<file path="src/rtl/txring_pkg.sv">
package txring_pkg;

  typedef enum logic [0:0] {
    ENG_IDLE = 1'b0,
    ENG_SEND = 1'b1
  } engState_t;

  // strobes from control to datapath
  typedef struct packed {
    logic complete;   // presented descriptor finished this cycle
  } ctrlStrobe_t;

endpackage

</file>
<file path="src/rtl/txring_datapath.sv">
module txring_datapath
  import txring_pkg::*;
#(
  parameter int DEPTH  = 8,
  parameter int ADDR_W = 32,
  parameter int LEN_W  = 14,
  localparam int IDX_W = $clog2(DEPTH),
  localparam int CNT_W = IDX_W + 1
) (
  input  logic              clk,
  input  logic              rstN,
  input  logic              postValid,
  input  logic [ADDR_W-1:0] postAddr,
  input  logic [LEN_W-1:0]  postLen,
  output logic              postReady,
  output logic              postFire,
  input  ctrlStrobe_t       strobe,
  output logic              ownCur,
  output logic              ownNext,
  output logic [ADDR_W-1:0] curAddr,
  output logic [LEN_W-1:0]  curLen,
  output logic [CNT_W-1:0]  hwCount
);

  generate
    if (DEPTH < 2 || (1 << IDX_W) != DEPTH) begin : g_badDepth
      $error("DEPTH must be a power of two, at least 2");
    end
  endgenerate

  logic [ADDR_W-1:0] addrMem [DEPTH];
  logic [LEN_W-1:0]  lenMem  [DEPTH];
  logic [DEPTH-1:0]  ownVec;
  logic [IDX_W-1:0]  prodIdx;
  logic [IDX_W-1:0]  consIdx;
  logic [IDX_W-1:0]  consNextIdx;
  logic [CNT_W-1:0]  hwCountQ;

  assign consNextIdx = consIdx + IDX_W'(1);
  assign postReady   = !ownVec[prodIdx];
  assign postFire    = postValid && !ownVec[prodIdx];

  // one ownership flag and one payload slot per ring entry
  generate
    for (genvar i = 0; i < DEPTH; i++) begin : g_slot
      always_ff @(posedge clk or negedge rstN) begin
        if (!rstN) begin
          ownVec[i] <= 1'b0;
        end else if (postFire && prodIdx == IDX_W'(i)) begin
          ownVec[i] <= 1'b1;
        end else if (strobe.complete && consIdx == IDX_W'(i)) begin
          ownVec[i] <= 1'b0;
        end
      end

      always_ff @(posedge clk) begin
        if (postFire && prodIdx == IDX_W'(i)) begin
          addrMem[i] <= postAddr;
          lenMem[i]  <= postLen;
        end
      end
    end
  endgenerate

  // producer/consumer indices wrap naturally at power-of-two depth
  always_ff @(posedge clk or negedge rstN) begin
    if (!rstN) begin
      prodIdx  <= '0;
      consIdx  <= '0;
      hwCountQ <= '0;
    end else begin
      if (postFire) begin
        prodIdx <= prodIdx + IDX_W'(1);
      end
      if (strobe.complete) begin
        consIdx <= consNextIdx;
      end
      case ({postFire, strobe.complete})
        2'b10:   hwCountQ <= hwCountQ + CNT_W'(1);
        2'b01:   hwCountQ <= hwCountQ - CNT_W'(1);
        default: hwCountQ <= hwCountQ;
      endcase
    end
  end

  assign ownCur  = ownVec[consIdx];
  assign ownNext = ownVec[consNextIdx];
  assign curAddr = addrMem[consIdx];
  assign curLen  = lenMem[consIdx];
  assign hwCount = hwCountQ;

  // running count must agree with the ownership flags
  assert_count_match_R2: assert property (@(posedge clk) disable iff (!rstN)
    int'(hwCountQ) == $countones(ownVec))
    else $error("R2: owned count disagrees with flags");

  assert_full_block_R3: assert property (@(posedge clk) disable iff (!rstN)
    postValid && !postReady |=> $stable(prodIdx))
    else $error("R3: producer moved while ring full");

  assert_cons_hold_R10: assert property (@(posedge clk) disable iff (!rstN)
    !strobe.complete |=> $stable(consIdx))
    else $error("R10: consumer moved without completion");

endmodule

</file>
<file path="src/rtl/txring_ctrl.sv">
module txring_ctrl
  import txring_pkg::*;
#(
  parameter int POLL_W = 8,
  parameter int CNT_W  = 4
) (
  input  logic              clk,
  input  logic              rstN,
  input  logic [POLL_W-1:0] cfgPollInterval,
  input  logic              cfgIrqRefill,
  input  logic [CNT_W-1:0]  cfgLowWater,
  input  logic              irqClr,
  input  logic              txDone,
  input  logic              ownCur,
  input  logic              ownNext,
  input  logic [CNT_W-1:0]  hwCount,
  input  logic              postFire,
  output ctrlStrobe_t       strobe,
  output logic              txReqValid,
  output logic              irq
);

  engState_t         stateQ, stateD;
  logic [POLL_W-1:0] pollCnt, pollCntD;
  logic              pollHit;
  logic              complete;
  logic [CNT_W-1:0]  hwAfter;
  logic              crossLow;
  logic              irqSet;
  logic              irqQ;

  // an interval of 0 or 1 polls every cycle; >= keeps a shrinking
  // interval from stranding the counter above the new limit
  assign pollHit  = (cfgPollInterval <= POLL_W'(1)) ||
                    (pollCnt >= cfgPollInterval - POLL_W'(1));
  assign complete = (stateQ == ENG_SEND) && txDone;

  always_comb begin
    stateD   = stateQ;
    pollCntD = pollCnt;
    unique case (stateQ)
      ENG_IDLE: begin
        if (pollHit) begin
          pollCntD = '0;
          if (ownCur) begin
            stateD = ENG_SEND;
          end
        end else begin
          pollCntD = pollCnt + POLL_W'(1);
        end
      end
      ENG_SEND: begin
        if (complete) begin
          pollCntD = '0;
          if (!ownNext) begin
            stateD = ENG_IDLE;
          end
        end
      end
      default: begin
        stateD   = ENG_IDLE;
        pollCntD = '0;
      end
    endcase
  end

  always_ff @(posedge clk or negedge rstN) begin
    if (!rstN) begin
      stateQ  <= ENG_IDLE;
      pollCnt <= '0;
    end else begin
      stateQ  <= stateD;
      pollCnt <= pollCntD;
    end
  end

  // interrupt: per packet, or on crossing down to the low-water mark
  assign hwAfter  = hwCount + CNT_W'(postFire) - CNT_W'(complete);
  assign crossLow = (hwCount > cfgLowWater) && (hwAfter <= cfgLowWater);
  assign irqSet   = complete && (!cfgIrqRefill || crossLow);

  always_ff @(posedge clk or negedge rstN) begin
    if (!rstN) begin
      irqQ <= 1'b0;
    end else if (irqSet) begin
      irqQ <= 1'b1;
    end else if (irqClr) begin
      irqQ <= 1'b0;
    end
  end

  assign strobe.complete = complete;
  assign txReqValid      = (stateQ == ENG_SEND);
  assign irq             = irqQ;

  assert_send_owned_R4: assert property (@(posedge clk) disable iff (!rstN)
    stateQ == ENG_SEND |-> ownCur)
    else $error("R4: presenting a host-owned slot");

  assert_irq_cause_R7: assert property (@(posedge clk) disable iff (!rstN)
    $rose(irqQ) |-> $past(complete))
    else $error("R7: interrupt without completion");

  assert_per_packet_R7: assert property (@(posedge clk) disable iff (!rstN)
    complete && !cfgIrqRefill |=> irqQ)
    else $error("R7: completion did not interrupt");

  assert_clear_R9: assert property (@(posedge clk) disable iff (!rstN)
    irqClr && !complete |=> !irqQ)
    else $error("R9: clear ignored");

endmodule

</file>
<file path="src/rtl/txring_engine.sv">
module txring_engine
  import txring_pkg::*;
#(
  parameter int DEPTH  = 8,
  parameter int ADDR_W = 32,
  parameter int LEN_W  = 14,
  parameter int POLL_W = 8,
  localparam int CNT_W = $clog2(DEPTH) + 1
) (
  input  logic              clk,
  input  logic              rstN,
  input  logic              postValid,
  input  logic [ADDR_W-1:0] postAddr,
  input  logic [LEN_W-1:0]  postLen,
  output logic              postReady,
  input  logic [POLL_W-1:0] cfgPollInterval,
  input  logic              cfgIrqRefill,
  input  logic [CNT_W-1:0]  cfgLowWater,
  input  logic              irqClr,
  output logic              irq,
  output logic              txReqValid,
  output logic [ADDR_W-1:0] txReqAddr,
  output logic [LEN_W-1:0]  txReqLen,
  input  logic              txDone
);

  ctrlStrobe_t      strobe;
  logic             postFire;
  logic             ownCur;
  logic             ownNext;
  logic [CNT_W-1:0] hwCount;

  txring_datapath #(
    .DEPTH  (DEPTH),
    .ADDR_W (ADDR_W),
    .LEN_W  (LEN_W)
  ) u_dp (
    .clk       (clk),
    .rstN      (rstN),
    .postValid (postValid),
    .postAddr  (postAddr),
    .postLen   (postLen),
    .postReady (postReady),
    .postFire  (postFire),
    .strobe    (strobe),
    .ownCur    (ownCur),
    .ownNext   (ownNext),
    .curAddr   (txReqAddr),
    .curLen    (txReqLen),
    .hwCount   (hwCount)
  );

  txring_ctrl #(
    .POLL_W (POLL_W),
    .CNT_W  (CNT_W)
  ) u_ctrl (
    .clk             (clk),
    .rstN            (rstN),
    .cfgPollInterval (cfgPollInterval),
    .cfgIrqRefill    (cfgIrqRefill),
    .cfgLowWater     (cfgLowWater),
    .irqClr          (irqClr),
    .txDone          (txDone),
    .ownCur          (ownCur),
    .ownNext         (ownNext),
    .hwCount         (hwCount),
    .postFire        (postFire),
    .strobe          (strobe),
    .txReqValid      (txReqValid),
    .irq             (irq)
  );

  assert_req_hold_R4: assert property (@(posedge clk) disable iff (!rstN)
    txReqValid && !txDone |=> txReqValid && $stable(txReqAddr) && $stable(txReqLen))
    else $error("R4: request changed before done");

endmodule

</file>
<file path="config.mk">
export PLATFORM = sky130hd
export DESIGN_NAME = txring_engine
export DESIGN_NICKNAME = d
export VERILOG_FILES = /design/src/rtl/txring_pkg.sv /design/src/rtl/txring_datapath.sv /design/src/rtl/txring_ctrl.sv /design/src/rtl/txring_engine.sv
export SDC_FILE = /design/constraint.sdc
export NUM_CORES = 1
export LEC_CHECK = 0
export ABC_AREA = 1
export BUFFER_PORTS_ARGS = -buffer_cell sky130_fd_sc_hd__buf_2
export CAP_MARGIN = 10
export CORE_MARGIN = 2
export CORE_UTILIZATION = 28
export DETAILED_ROUTE_END_ITERATION = 10
export SLEW_MARGIN = 20
export SYNTH_ARGS = -nofsm -noshare
export SYNTH_HDL_FRONTEND = slang
export SYNTH_SLANG_ARGS = --single-unit
</file>
<file path="constraint.sdc">
create_clock -name clk -period 10.1 [get_ports clk]
set_input_delay 1.515 -clock clk [delete_from_list [all_inputs] [get_ports clk]]
set_output_delay 1.515 -clock clk [all_outputs]
set_load 0.01 [all_outputs]
</file>
Word level (Yosys, flattened, before mapping)
Memories as Yosys holds them, arrays and structs flattened.
Cells that the tools add are included.
{"block": "totals", "register_bits": 28, "latchBits": 0, "ram_bits": 368, "mem_bits_ro": 0, "in_bits": 64, "output_inout_bits": 49, "wordCells": 190, "memories": 2}
{"name": "u_dp.addrMem", "depth": 8, "width": 32, "read_ports": 1, "rd_ports_with_merged_regs": 0, "wr": 1, "line_no": "txring_datapath.sv:31", "source": "logic [ADDR_W-1:0] addrMem [DEPTH];"}
{"name": "u_dp.lenMem", "depth": 8, "width": 14, "read_ports": 1, "rd_ports_with_merged_regs": 0, "wr": 1, "line_no": "txring_datapath.sv:32", "source": "logic [LEN_W-1:0] lenMem [DEPTH];"}
{"block": "op_classes", "addsub": 8, "multipliers": 0, "div_mod_pow": 0, "magnitude_cmp": 7, "n_eq_ne": 17, "shifts": 0, "muxes": 91, "n_bitwise": 1, "n_reduce_logical": 50}
{"cell": "2-to-1 mux 32 bit", "count": 7}
{"cell": "OR reduction 32 bit", "count": 7}
{"cell": "2-to-1 mux 14 bit", "count": 7}
{"cell": "OR reduction 14 bit", "count": 7}
{"cell": "2-to-1 mux 1 bit", "count": 55}
{"cell": "2-to-1 mux 3 bit", "count": 14}
{"cell": "equality test 3 bit, second input constant", "count": 8}
{"cell": "logical AND 1 bit", "count": 20}
{"cell": "nonzero test 2 bit", "count": 10}
{"cell": "2-to-1 mux 8 bit", "count": 2}
{"cell": "one-hot mux 8 bit (2 select lines)", "count": 1}
{"cell": "equality test 3 x 2 -> 1 bit, second input constant", "count": 4}
{"cell": "< comparator 3 x 4 -> 1 bit, second input constant", "count": 3}
{"cell": "binary-select mux 1 bit (select 3 bit)", "count": 3}
{"cell": "adder 8 x 1 -> 8 bit, second input constant", "count": 1}
{"cell": "greater-or-equal comparator 8 bit", "count": 1}
{"cell": "less-or-equal comparator 8 x 1 -> 1 bit, second input constant", "count": 1}
{"cell": "one-hot mux 4 bit (2 select lines)", "count": 1}
{"cell": "subtractor 8 x 1 -> 8 bit, second input constant", "count": 1}
{"cell": "adder 3 x 1 -> 3 bit, second input constant", "count": 2}
{"cell": "equality test 3 x 1 -> 1 bit, second input constant", "count": 2}
{"cell": "zero test 3 bit", "count": 2}
{"cell": "adder 4 x 1 -> 4 bit", "count": 1}
{"cell": "adder 4 x 1 -> 4 bit, second input constant", "count": 1}
{"cell": "other kinds (11)", "count": 13}

Longest topological paths before layout
{"block": "logic_depth", "ltp_word": 15, "ltp_mapped": 23}

Hierarchy
From an unflattened synthesis, not the netlist that was laid out.
{"block": "hier_totals", "hier_cells": 1394, "area_unflattened_um2": 16774.8}
{"mod": "txring_datapath", "n_inst": 1, "cells_each": 1214, "area_per_inst_um2": 15469.8}
{"mod": "txring_ctrl", "n_inst": 1, "cells_each": 180, "area_per_inst_um2": 1305.0}

Worst setup path before layout
OpenSTA, ideal clock, no wires.
{"block": "synth_timing", "kind": "input port to flip-flop", "startpoint": "input port postValid", "endpoint": "memory u_dp.addrMem[0][0] (enable)", "arrival_time_ps": 3734, "required_ps": 9651, "path_slack_ps": 5916, "cell_stages": 3, "cell_sequence": "nand3_2 buf_2 nor2_1"}
{"block": "synth_between", "elab_chain_len": 12}
{"element": "start: declaration", "line_no": "txring_engine.sv:12", "source": "input logic postValid,"}
{"element": "logical AND 1 bit (*)", "line_no": "txring_datapath.sv:41", "source": "assign postFire = postValid && !ownVec[prodIdx];"}
{"element": "logical AND 1 bit", "line_no": "txring_datapath.sv:57", "source": "if (postFire && prodIdx == IDX_W'(i)) begin"}
{"element": "2-to-1 mux 1 bit", "line_no": "txring_datapath.sv:57"}
{"element": "2-to-1 mux 1 bit (implied by the code)", "line_no": "txring_datapath.sv:58", "source": "addrMem[i] <= postAddr;"}
{"element": "OR reduction 32 bit (no source line)"}
{"element": "2-to-1 mux 3 bit (no source line) / 2-to-1 mux 1 bit (equally long branches) (7 in series)"}
{"element": "end: declaration", "line_no": "txring_datapath.sv:31"}
Mark *: on every way between the ends. The rest lies on a longest branch, timed or not.

Worst setup path after layout
{"block": "layout_timing", "startpoint": "register u_dp.consIdx[0]", "endpoint": "output port txReqAddr[10]"}
{"block": "layout_between", "elab_chain_len": 1}
{"element": "start: declaration", "line_no": "txring_datapath.sv:35", "source": "logic [IDX_W-1:0] consIdx;"}
{"element": "start signal: assignment", "line_no": "txring_datapath.sv:76", "source": "consIdx <= consNextIdx;"}
{"element": "memory (8 x 32 bit)"}
{"element": "end: declaration", "line_no": "txring_engine.sv:22", "source": "output logic [ADDR_W-1:0] txReqAddr,"}
Every way passes these cells.

==> flow_summary.toml <==
[synth]
synthAdderAreaFrac_pct = 3.031
synth_top_family_by_area = "simple AND/OR/NAND/NOR gates"
synth_area_leader_cell = "edfxtp_1"
syn_nets = 1496
synth.area.mux_share_pct = 0
ys_types = 31
synth-async-reset-ratio_pct = 7.071
syn_avg_cell_area_um2 = 11.91
synth.top_cell.area_share_pct = 66.59
ys_ff_latch = 396
yosysMostFrequentCell = "edfxtp_1"
synth-edff-count = 368
yosys.area_share.simple_pct = 11.58
synthTopCellsByCount = "368 x edfxtp_1, 241 x nand2_1, 205 x nor2_1"
netlist_area_um2 = 16590
yosys_warnings = 0
synthFlopType = "edfxtp_1"
yosysSeqAreaShare_pct = 70.81
ys_top_cells_by_area = "edfxtp_1 67%, nand2_1 5.5%, nor2_1 4.6%"
synthCells = 1393
synthXorXnorAreaFrac_pct = 0.8972
synth_compound_area_share_pct = 10.01

[floorplanning]
core_um2 = 58800
placementRows = 89
die_area_um2 = 61230
start_util_pct = 28.22
pin_count = 113
chipWidth_um = 247.4
die_h_um = 247.4

[clock_tree]
hold_buffers = 0
tritoncts = "yes"
cts_sinks = 396
insertion_delay_ps = 570
post_cts_buffers = 0
cts.clk_slew.worst_paths_ps = 60
clock_path_buffers = 3
cts_buffers = 44
cts_resized = 0
cts_root_buf = "clkbuf_16"
htreeDepth = 2

[finish]
area_delta_synth_final_pct = 17.19
nets = 1593
instances_no_fill = 2299
drive_above_1_share_pct = 13.85

[power_and_ir_drop]
combPwrFrac_pct = 33.6
leakagePower_nw = 7.100
p_int_mw = 3.585
swShare_pct = 36.39
pwr-share-seq_pct = 36.9
netSwitchingPower_mw = 2.051
clockPowerShare_pct = 29.5
powerDensity_nw_per_um2 = 289.8
ir_worst_vdd_mv = 0.1685

[job]
max_cap_violations = 0

[grt]
grt_pass1_wl_um = 63440
overflow = 0
grt_pass1_vias = 10800
antenna_found_initial = 8
grt_max_degree = 100
grt_usage_pct = 13.53

[place]
port_buffers = 112
dp.cells = 2217
place.detailed.hpwl_um = 21420
place_congestion = 0.8221

[sta]
finalSetupTns_ps = 0
worst_pin_slew_ps = 1070
max_slew_margin_pct = 28.63
fin_crit_ps = 5106
slew_viol_final = 0
fmax_ghz = 0.1958
skew_ps = 20.16
setup_viol = 0
timing.hold.ws_ps = 479.1
hold_violations = 0
post-route-period-util_pct = 50.56
rsz0062_at_grt = "no"

[detailed_routing]
route.detailed.drc = 0
wl_met2_um = 19580
antenna_left = 0
wl_per_cell_um = 18.00
highest_layer = "met5"
via_per_inst = 4.709
drt-initial-drc-count = 806
dr_wl_met3_um = 2436
wirelength_um = 41380
dr.pass1.iters = 7
wl_met1_um = 18550
vias = 10830

[worst_setup_path]
arrival_ps = 3590
setup.worst_path.end_class = "output pin"
path_class = "flip-flop to output pin"
crit_path_start_kind = "flip-flop"
cp.required_ps = 8590
cp_max_fo = 93

[run_status]
status = "completed"

[worst_hold_path]
min_path_type = "flip-flop to flip-flop"
flip-flops by register name, summed over array words and instances, names as in the netlist:
register,flops
u_dp.addrMem,256
u_ctrl.txReqValid,1
u_dp.prodIdx,3
u_dp.hwCount,4
u_dp.lenMem,112
u_ctrl.irq,1
u_dp.consIdx,3
u_dp.ownVec,8
u_ctrl.pollCnt,8
path summary, 6_finish.rpt:
check / startpoint / end / slack, ps / cells past startpoint
min in group asynchronous: rstN / u_dp.hwCount[1]$_DFFE_PN0N_ / 990 / 1
setup / recovery: u_dp.consIdx[0]$_DFFE_PN0P_ / txReqAddr[10] / 4990 / 7
hold reg to reg: u_ctrl.irq$_DFFE_PN0P_ / u_ctrl.irq$_DFFE_PN0P_ / 480 / 2
setup reg to reg: u_dp.prodIdx[0]$_DFFE_PN0P_ / u_ctrl.irq$_DFFE_PN0P_ / 6430 / 21
max in group asynchronous: rstN / u_dp.consIdx[0]$_DFFE_PN0P_ / 8590 / 1
hold / removal: u_ctrl.irq$_DFFE_PN0P_ / u_ctrl.irq$_DFFE_PN0P_ / 480 / 2
critical path, stage by stage, from the launching register on:
cell     delay, ps
dfrtp_4        520
buf_4          770
buf_4          790
o21ai_0        210
o22ai_1        190
nand2_1         80
nand2_1        190
buf_2          160
cell type report:
cell class / instances / area [µm²]
fillers: 5806 / 39350
flip-flops and latches: 396 / 11760
multi-input cells: 853 / 4273
clock buffers: 53 / 1177
well taps: 773 / 967.2
repair buffers: 127 / 676.9
clock inverters: 27 / 326.6
inverters: 68 / 264.0
diodes: 2 / 5.005
per-stage QoR:
step	instance area, µm²	utilization [%]	total power, mW	setup slack [ps]
2_1_floorplan	16590	-	3.372	5916
3_3_place_gp	17930	30.50	4.000	5599
3_5_place_dp	17930	30.50	4.043	5562
4_1_cts	19440	33.06	5.718	4957
5_1_grt	19440	33.07	6.020	4696
6_report	19450	33.08	5.636	4994
per-layer routing:
layer,up-vias,global-route usage [%]
met5,-,0
met4,12,3.558
met3,72,3.341
met2,242,22.32
met1,5347,17.76
li1,5152,-
cells in the final DEF, fill, tap and decap left out, types with 2 or more instances in the layout:
cell type     n
xor2_1       11
diode_2       2
o22ai_1      92
dfrtp_1      25
nand3b_1      2
inv_6         2
inv_2         5
o21ai_1     101
nor2_4        5
edfxtp_1    368
nand3_1      33
inv_1        58
buf_2       112
clkinv_2     10
dfrtp_2       2
fa_1          2
buf_4        14
a21oi_1       7
clkinv_1      9
bufinv_16     7
o211ai_1      2
nor2_1      200
clkbuf_16    46
ha_1         37
nand4_1       4
o21ai_0      97
clkbuf_1      7
o21bai_1      2
nand2_1     241
o31ai_1       3
clkinvlp_4    2
nor3_1        4
xnor2_1       6
cell families (layout without fill, tap and decap cells):
family                   count (synthesis)  in the layout
AO/OA/AOI/OAI                          305            305
XOR/XNOR                                17             17
adder cells (fa/ha/maj)                 39             39
buffers and inverters                  144            275
flip-flops                             396            396
other                                    0              2
AND/OR/NAND/NOR                        492            492
power groups by stage:
stage | registers (mW) | clock network (mW) | logic (mW)
detailed placement | 2.11 | 0 | 1.93
global placement | 2.11 | 0 | 1.89
global route | 2.10 | 1.76 | 2.16
CTS | 2.08 | 1.70 | 1.94
finish | 2.08 | 1.66 | 1.89
floorplan | 2.07 | 0 | 1.31
No activity file was read; power rests on OpenSTA's default activity.
